===== src/rtl/ect_pkg.sv =====
package ect_pkg;
  localparam int unsigned ADDR_W = 3;

  localparam logic [ADDR_W-1:0] A_CTRL   = 3'd0;
  localparam logic [ADDR_W-1:0] A_START  = 3'd1;
  localparam logic [ADDR_W-1:0] A_STOP   = 3'd2;
  localparam logic [ADDR_W-1:0] A_MASK   = 3'd3;
  localparam logic [ADDR_W-1:0] A_RAW    = 3'd4;
  localparam logic [ADDR_W-1:0] A_MASKED = 3'd5;
  localparam logic [ADDR_W-1:0] A_COUNT  = 3'd6;

  typedef enum logic [1:0] {
    EDGE_RISE = 2'b00,
    EDGE_FALL = 2'b01,
    EDGE_ANY0 = 2'b10,
    EDGE_ANY1 = 2'b11
  } edge_sel_e;

  typedef struct packed {
    logic      mode;
    edge_sel_e sel;
    logic      en;
  } ctrl_t;
endpackage


===== src/rtl/ect_sync_edge.sv =====
module ect_sync_edge #(
  parameter int unsigned STAGES = 2
) (
  input  logic clk_i,
  input  logic rst_ni,
  input  logic cap_i,
  output logic rise_o,
  output logic fall_o
);
  logic [STAGES-1:0] sync_q;
  logic              prev_q;

  generate
    for (genvar i = 0; i < STAGES; i++) begin : g_stage
      always_ff @(posedge clk_i or negedge rst_ni) begin
        if (!rst_ni) sync_q[i] <= 1'b0;
        else if (i == 0) sync_q[i] <= cap_i;
        else sync_q[i] <= sync_q[(i == 0) ? 0 : i-1];
      end
    end
  endgenerate

  always_ff @(posedge clk_i or negedge rst_ni) begin
    if (!rst_ni) prev_q <= 1'b0;
    else prev_q <= sync_q[STAGES-1];
  end

  assign rise_o = sync_q[STAGES-1] & ~prev_q;
  assign fall_o = ~sync_q[STAGES-1] & prev_q;
endmodule


===== src/rtl/ect_counter.sv =====
module ect_counter #(
  parameter int unsigned CNT_W = 16
) (
  input  logic             clk_i,
  input  logic             rst_ni,
  input  logic             active_i,
  input  logic             hit_i,
  input  logic [CNT_W-1:0] start_i,
  input  logic [CNT_W-1:0] stop_i,
  input  logic             preload_i,
  input  logic [CNT_W-1:0] preload_val_i,
  output logic [CNT_W-1:0] cnt_o,
  output logic             match_o
);
  logic [CNT_W-1:0] cnt_q, cnt_dec;
  logic             step;

  assign step    = active_i & hit_i;
  assign cnt_dec = cnt_q - CNT_W'(1);  // wraps 0 -> all ones
  assign match_o = step && (cnt_dec == stop_i);

  always_ff @(posedge clk_i or negedge rst_ni) begin
    if (!rst_ni)        cnt_q <= '0;
    else if (match_o)   cnt_q <= start_i;
    else if (step)      cnt_q <= cnt_dec;
    else if (preload_i) cnt_q <= preload_val_i;
  end

  assign cnt_o = cnt_q;
endmodule


===== src/rtl/ect_regs.sv =====
module ect_regs
  import ect_pkg::*;
#(
  parameter int unsigned DATA_W = 16
) (
  input  logic              clk_i,
  input  logic              rst_ni,
  input  logic              we_i,
  input  logic [ADDR_W-1:0] addr_i,
  input  logic [DATA_W-1:0] wdata_i,
  output logic [DATA_W-1:0] rdata_o,
  input  logic              hw_match_i,
  input  logic [DATA_W-1:0] cnt_i,
  output ctrl_t             ctrl_o,
  output logic [DATA_W-1:0] start_o,
  output logic [DATA_W-1:0] stop_o,
  output logic              mask_o,
  output logic              raw_o,
  output logic              preload_o
);
  ctrl_t             ctrl_q;
  logic [DATA_W-1:0] start_q, stop_q;
  logic              mask_q, raw_q;
  logic              wr_ctrl, wr_start, wr_stop, wr_mask, wr_raw;

  assign wr_ctrl  = we_i && (addr_i == A_CTRL);
  assign wr_start = we_i && (addr_i == A_START);
  assign wr_stop  = we_i && (addr_i == A_STOP);
  assign wr_mask  = we_i && (addr_i == A_MASK);
  assign wr_raw   = we_i && (addr_i == A_RAW);

  always_ff @(posedge clk_i or negedge rst_ni) begin
    if (!rst_ni) begin
      ctrl_q  <= '0;
      start_q <= '0;
      stop_q  <= '0;
      mask_q  <= 1'b0;
      raw_q   <= 1'b0;
    end else begin
      if (wr_ctrl) begin
        ctrl_q.mode <= wdata_i[3];
        ctrl_q.sel  <= edge_sel_e'(wdata_i[2:1]);
      end
      // hardware stop wins over a software enable write
      if (hw_match_i)   ctrl_q.en <= 1'b0;
      else if (wr_ctrl) ctrl_q.en <= wdata_i[0];
      if (wr_start) start_q <= wdata_i;
      if (wr_stop)  stop_q  <= wdata_i;
      if (wr_mask)  mask_q  <= wdata_i[0];
      // set wins over write-one-to-clear
      if (hw_match_i)                raw_q <= 1'b1;
      else if (wr_raw && wdata_i[0]) raw_q <= 1'b0;
    end
  end

  assign preload_o = wr_start && !ctrl_q.en;

  always_comb begin
    rdata_o = '0;
    unique case (addr_i)
      A_CTRL:   rdata_o[3:0] = ctrl_q;
      A_START:  rdata_o      = start_q;
      A_STOP:   rdata_o      = stop_q;
      A_MASK:   rdata_o[0]   = mask_q;
      A_RAW:    rdata_o[0]   = raw_q;
      A_MASKED: rdata_o[0]   = raw_q & mask_q;
      A_COUNT:  rdata_o      = cnt_i;
      default:  rdata_o      = '0;
    endcase
  end

  assign ctrl_o  = ctrl_q;
  assign start_o = start_q;
  assign stop_o  = stop_q;
  assign mask_o  = mask_q;
  assign raw_o   = raw_q;
endmodule


===== src/rtl/edge_count_timer.sv =====
module edge_count_timer
  import ect_pkg::*;
#(
  parameter int unsigned DATA_W    = 16,
  parameter int unsigned SYNC_DEPTH = 2
) (
  input  logic              clk_i,
  input  logic              rst_ni,
  input  logic              we_i,
  input  logic [ADDR_W-1:0] addr_i,
  input  logic [DATA_W-1:0] wdata_i,
  output logic [DATA_W-1:0] rdata_o,
  input  logic              cap_i,
  output logic              irq_o
);
  ctrl_t             ctrl;
  logic [DATA_W-1:0] start_val, stop_val, cnt;
  logic              mask, raw, preload, match;
  logic              rise, fall, hit, active;

  ect_sync_edge #(.STAGES(SYNC_DEPTH)) u_sync (
    .clk_i  (clk_i),
    .rst_ni (rst_ni),
    .cap_i  (cap_i),
    .rise_o (rise),
    .fall_o (fall)
  );

  always_comb begin
    unique case (ctrl.sel)
      EDGE_RISE: hit = rise;
      EDGE_FALL: hit = fall;
      default:   hit = rise | fall;
    endcase
  end

  assign active = ctrl.en & ~ctrl.mode;

  ect_counter #(.CNT_W(DATA_W)) u_cnt (
    .clk_i         (clk_i),
    .rst_ni        (rst_ni),
    .active_i      (active),
    .hit_i         (hit),
    .start_i       (start_val),
    .stop_i        (stop_val),
    .preload_i     (preload),
    .preload_val_i (wdata_i),
    .cnt_o         (cnt),
    .match_o       (match)
  );

  ect_regs #(.DATA_W(DATA_W)) u_regs (
    .clk_i      (clk_i),
    .rst_ni     (rst_ni),
    .we_i       (we_i),
    .addr_i     (addr_i),
    .wdata_i    (wdata_i),
    .rdata_o    (rdata_o),
    .hw_match_i (match),
    .cnt_i      (cnt),
    .ctrl_o     (ctrl),
    .start_o    (start_val),
    .stop_o     (stop_val),
    .mask_o     (mask),
    .raw_o      (raw),
    .preload_o  (preload)
  );

  assign irq_o = raw & mask;
endmodule


===== config.mk =====
export PLATFORM = sky130hd
export DESIGN_NAME = edge_count_timer
export DESIGN_NICKNAME = d
export VERILOG_FILES = /design/src/rtl/ect_pkg.sv /design/src/rtl/ect_sync_edge.sv /design/src/rtl/ect_counter.sv /design/src/rtl/ect_regs.sv /design/src/rtl/edge_count_timer.sv
export SDC_FILE = /design/constraint.sdc
export NUM_CORES = 1
export LEC_CHECK = 0
export ABC_AREA = 1
export BUFFER_PORTS_ARGS = -buffer_cell sky130_fd_sc_hd__buf_2
export CAP_MARGIN = 20
export CORE_ASPECT_RATIO = 1.2
export CORE_MARGIN = 8
export CORE_UTILIZATION = 47
export DETAILED_ROUTE_END_ITERATION = 10
export GPL_TIMING_DRIVEN = 0
export PLACE_DENSITY_LB_ADDON = 0.2
export SLEW_MARGIN = 20
export SYNTH_ARGS = -nofsm -noshare
export SYNTH_HDL_FRONTEND = slang
export SYNTH_SLANG_ARGS = --single-unit

===== constraint.sdc =====
create_clock -name clk_i -period 1.98 [get_ports clk_i]
set_input_delay 0.396 -clock clk_i [delete_from_list [all_inputs] [get_ports clk_i]]
set_output_delay 0.396 -clock clk_i [all_outputs]
set_load 0.01 [all_outputs]

### Word-level counts from Yosys, hierarchy flattened

Index checks and enable logic that the tools add are counted.

* register bits: 57
* output and inout bits: 17
* word-level logic and storage cells: 54
* input bits: 23

* bitwise logic cells: 9
* reduce and logical (&&, ||, !) cells: 14
* equal/unequal tests: 8
* mux-type cells: 11
* add/sub/neg operators: 1

Operator list (number)
* 16-bit two-way mux: 3
* 12-bit case mux with 3 select lines: 1
* 16-bit == test: 1
* 16-bit by 1-bit subtractor with 16-bit output, second input constant: 1
* 3-bit case mux with 4 select lines: 1
* 3-bit == test, second input constant: 3
* 1-bit logical AND: 8
* 1-bit case mux with 7 select lines: 1
* 3-bit by 2-bit == test with 1-bit output, second input constant: 2
* 1-bit AND: 5
* 1-bit two-way mux: 4
* 2-bit nonzero test: 2
* 3-bit by 1-bit == test with 1-bit output, second input constant: 1
* 3-bit logical NOT: 1
* 1-bit NOT: 3
* 3-bit nonzero test: 1
* 2-bit by 1-bit == test with 1-bit output, second input constant: 1
* 2-bit logical NOT: 1
* 1-bit case mux with 2 select lines: 1
* 1-bit logical NOT: 1
* 1-bit bitwise OR: 1

### Depth between registers and ports, before layout

* word-level depth: 7
* depth in mapped cells: 18
* gate-level depth less buffers: 17

### Cells and area by module

From an unflattened synthesis, not the netlist that was laid out.

* cell total of the unflattened synthesis: 624
* area total of the unflattened synthesis: 4142.7 sq um

Modules (own cells, without submodules)
* ect_regs: seq. area each 950.9 sq um, area an instance 2031.9 sq um, cells each 255, instances 1
* ect_counter: seq. area each 400.4 sq um, area an instance 1985.7 sq um, cells each 353, instances 1
* ect_sync_edge: seq. area each 75.1 sq um, area an instance 90.1 sq um, cells each 7, instances 1
* edge_count_timer: seq. area each 0.0 sq um, area an instance 35.0 sq um, cells each 9, instances 1

### Least setup slack after synthesis

Ideal clock, no wire load.

* kind: reg-to-reg
* from: reg u_cnt.cnt_q[0] (netlist: u_cnt.cnt_o[0])
* to: reg u_cnt.cnt_q[10] (netlist: u_cnt.cnt_o[10])
* setup time: 0.117 ns
* buffers on the path: 1
* data required time: 1.863 ns
* arrival: 1.926 ns
* clock period less this slack: 2.043 ns
* stages on the path, launching flop included: 17
* setup slack: -0.063 ns
* cells stage by stage: dfrtp_1 -> inv_2 -> ha_1 -> nand2_1 -> nor2_1 -> nand2_1 -> nand2_1 -> nand2_1 -> nand2_1 -> nand2_1 -> nor2_1 -> nand2_1 -> nor2_8 -> buf_4 -> nand3_1 -> nand3_1 -> nand2_1

* word-level cells in the longest chain between the ends: 4
* elaborated cells between the ends (all ways): 6
* those cells by class: add/sub: 1; eq/ne: 1; mux: 2; reduce/logical: 2

RTL lines
* from (decl): RTL line ect_counter.sv:15 `logic [CNT_W-1:0] cnt_q, cnt_dec;`
* from (signal assigned): RTL line ect_counter.sv:24 `else if (match_o) cnt_q <= start_i;`
* from (signal assigned): RTL line ect_counter.sv:25 `else if (step) cnt_q <= cnt_dec;`
* from (signal assigned): RTL line ect_counter.sv:26 `else if (preload_i) cnt_q <= preload_val_i;`
* 16-bit by 1-bit subtractor with 16-bit output (*): RTL line ect_counter.sv:19 `assign cnt_dec = cnt_q - CNT_W'(1);`
* 16-bit == test: RTL line ect_counter.sv:20 `assign match_o = step && (cnt_dec == stop_i);`
* 1-bit logical AND: RTL line ect_counter.sv:20
* 3-bit nonzero test (no line) or 16-bit two-way mux (tied branches)

Mark *: on every way between the ends. The rest lies on a longest branch, timed or not.
A chain may end at the register's enable or synchronous reset.

### Worst setup path in the final report

* from: reg u_cnt.cnt_q[1] (netlist: u_cnt.cnt_o[1])
* to: reg u_cnt.cnt_q[8] (netlist: u_cnt.cnt_o[8])

The elaborated chain is that of the path after synthesis.

==> run_results.csv <==
group,metric,value,unit
run_status,status,"finished with violations",
run_status,violations,"negative setup slack",
detailed_routing,vias,4038,
global_route,overflow,0,
finish,finish.instance_area,4820,um^2
finish,fin_util,62.9,%
synth,synth_warnings,0,
placed_design,hpwlAfterDp,7.97,mm
worst_setup_path,r2r-end,"u_cnt.cnt_o[8]",
timing,period_share,116,%
placed_design,place_ws,-0.589,ns
cts,cts_sinks,57,
finish,regArea,1430,um^2
synth,synthFlopType,"dfrtp_1",
finish,antennaDiodeCount,0,
synth,synth_edf_count,0,
floorplan,rows,35,
floorplan,die_area,11000,um^2
cts,cts_tree,"built",
cts,numCtsBuffers,9,
synth,ys_seq_elements,57,
detailed_routing,wl_per_cell,17.8,um
timing,fin_worst_skew,0.00910,ns
hold_path,worst_hold_path_type,"input port to async pin",
detailed_routing,drt_iter0_drc,348,
timing,fin_hold_ws,0.114,ns
timing,timing.final.crit_period,2.29,ns
global_route,use_met1,25.5,%
worst_setup_path,cp_cell_sequence,"inv_2 > ha_4 > nand2_8 > o21ai_0 > nand2_1 > nand2_1 > nand3_4 > nor2_4 > nand2_4 > buf_8 > buf_4 > nand2_2 > nand3_2 > nand2_1",
finish,layout_commonest_cell,"nand2_1",
worst_setup_path,critPathMaxStageDelay,0.44,ns
power,peakVddDrop,0.620,mV
worst_setup_path,cp.required,2.26,ns
timing,setup_viol,19,
synth,synth_area,3710,um^2
power,powerDensity,1220,nW/um^2
worst_setup_path,r2r-start,"u_cnt.cnt_o[1]",
finish,drive_above_1_share,28.8,%
timing,slew_headroom,48.8,%
job,cap_violations,0,
finish,final_cell_mix,"162 x nand2_1, 67 x inv_1, 51 x dfrtp_1, 44 x o21ai_0, 42 x nand3_1",
worst_setup_path,ff2ff_path_depth,14,
global_route,grt_start_max_net_pins,58,
floorplan,die_x,97.1,um
timing,worst_slack,-0.309,ns
cts,ctsLongestPathBuffers,2,
cts,cts_root_buffer,"clkbuf_8",
worst_setup_path,crit_path_top_delay_cell,"dfrtp_1",
worst_setup_path,cpMostUsedCell,"nand2_1",
detailed_routing,dr.pass1.iters,5,
placed_design,gp_congestion,0.920,
finish,multi_input_area,2240,um^2
global_route,use_met2,35.6,%
detailed_routing,wl,12.7,mm
floorplan,die_h,113,um
cts,clk_latency,0.34,ns
detailed_routing,drc,0,
global_route,busiest_layer,"met2",
cts,h-tree-depth,3,
synth,synth_cells,534,
detailed_routing,via_per_inst,5.68,
synth,synth.distinct_cells,37,
worst_setup_path,rrSetupSlack,-0.31,ns
detailed_routing,drt.antenna.violating_nets,0,
timing,worst_pin_slew,0.767,ns
worst_setup_path,cp_data_arrival_time,2.56,ns
global_route,grt_pass1_wl,19.0,mm
floorplan,start_util,48.4,%
worst_setup_path,critPathLaunch,"u_cnt.cnt_o[1]",
synth,synth.net_count,560,
cts,hold_buffers,0,
finish,nNetsFinal,641,
synth,yosysSeqAreaShare,38.5,%
worst_setup_path,startpoint_type,"register",
global_route,grt_usage,21.4,%
timing,grt_setup_unrepaired,"true",
timing,fmax,437,MHz
finish,syn2layout_area_growth,30.1,%
power,leakagePower,2.44,nW
cts,clkSlewWorstSetupHoldPaths,0.07,ns
global_route,antenna_found_initial,0,
global_route,grt_pass1_vias,3837,
placed_design,placed_area,4020,um^2
power,power,5.89,mW
finish,nFillCells,649,
global_route,use_met3,4.81,%
synth,syn_area_per_cell,6.94,um^2
timing,final-max-slew-violation-count,0,
synth,synth-async-reset-ratio,100,%
floorplan,coreArea,7660,um^2
timing,finalHoldViolations,0,
placed_design,port_buffers,39,
floorplan,ios,40,
worst_setup_path,crit_type,"register to register",
worst_setup_path,cp_max_fo,6,
worst_setup_path,cp-end-kind,"register",
[worst max-delay path: cells and delay by family (launching register included)]
kind,cells,cell delay (ns)
flip-flops,1,0.44
buffers and inverters,3,0.38
adder cells (fa/ha/maj),1,0.19
AND/OR/NAND/NOR,9,0.89
AO/OA/AOI/OAI,1,0.31
[layer usage]
layer	routed length (um)	share of wire (%)
met1	5140	41
met2	6100	48
met3	1010	8.0
met4	433	3.4
met5	0	0
[registers in the layout, indices dropped and copies added (netlist names)]
name and count:
u_cnt.cnt_o 16, u_regs.ctrl_o 4, u_regs.mask_o 1, u_regs.raw_o 1, u_regs.start_o 16, u_regs.stop_o 16
u_sync.prev_q 1, u_sync.sync_q 2
[per-stage QoR]
stage	instances	TNS, ns
final	711	-4.95
after global routing	711	-6.88
after CTS	698	-1.90
after detailed placement	665	-15.86
after global placement	665	-13.85
after floorplan	534	0
[power breakdown]
group / switching (mW) / total (mW) / internal, mW
registers: 0.387 / 1.88 / 1.49
logic: 1.79 / 2.91 / 1.12
clock network: 0.499 / 1.10 / 0.606
[kinds of logic (layout without fill, tap and decap cells)]
logic type | Yosys count | after routing | synth area share [%]
buffers and inverters | 87 | 171 | 9.25
muxes | 2 | 2 | 0.608
DFF | 57 | 57 | 38.5
and+or+nand+nor | 300 | 301 | 35.7
AOI/OAI and AO/OA | 77 | 77 | 12.3
adders and majority gates | 3 | 3 | 1.01
xor gates and xnor gates | 8 | 8 | 2.63
[Yosys cell counts (2+ instances only)]
master / n / area share, %
xnor2_1: 2 / 0.47
ha_1: 3 / 1.0
buf_4: 2 / 0.41
nand3_1: 63 / 8.5
inv_1: 69 / 7.0
o21ai_0: 44 / 5.9
nor2_1: 36 / 3.6
nand2_4: 2 / 0.61
clkbuf_1: 12 / 1.2
a22oi_1: 2 / 0.41
xnor3_1: 2 / 1.2
nand2_1: 181 / 18
xor2_1: 4 / 0.95
o221ai_1: 13 / 3.1
o2111ai_1: 2 / 0.47
dfrtp_1: 57 / 38
a21oi_1: 11 / 1.5
nor2_8: 2 / 1.1
mux2_2: 2 / 0.61
nor2_4: 5 / 1.5
nand4_1: 2 / 0.34
nand2_2: 3 / 0.51
[final cells by class]
class | count | share of cell area, %
multi-input cells | 391 | 46.4
flip-flops and latches | 57 | 29.7
repair buffers | 69 | 9.75
inverters | 71 | 5.58
clock buffers | 10 | 2.85
well taps | 92 | 2.39
plain buffers | 16 | 2.13
clock inverters | 5 | 1.17
[worst max-delay path by stage]
| stage | slack (ns) | cells after the start | endpoint |
|---|---|---|---|
| floorplan | 0.003 | 16 | u_cnt.cnt_o[10] |
| global placement | -0.51 | 12 | u_cnt.cnt_o[15] |
| detailed placement | -0.59 | 12 | u_cnt.cnt_o[13] |
| CTS | -0.13 | 14 | u_cnt.cnt_o[9] |
| global route | -0.44 | 14 | u_cnt.cnt_o[10] |
| finish | -0.31 | 14 | u_cnt.cnt_o[8] |
[repair_timing]
item | 4_1_cts | 5_1_grt
setup buffers | 17 | 13
setup endpoints to repair | 31 | 42
pin swaps | 8 | 37
cloned | 1 | 1
gates resized for setup | 34 | 71
Power figures use the tool's default switching activity.
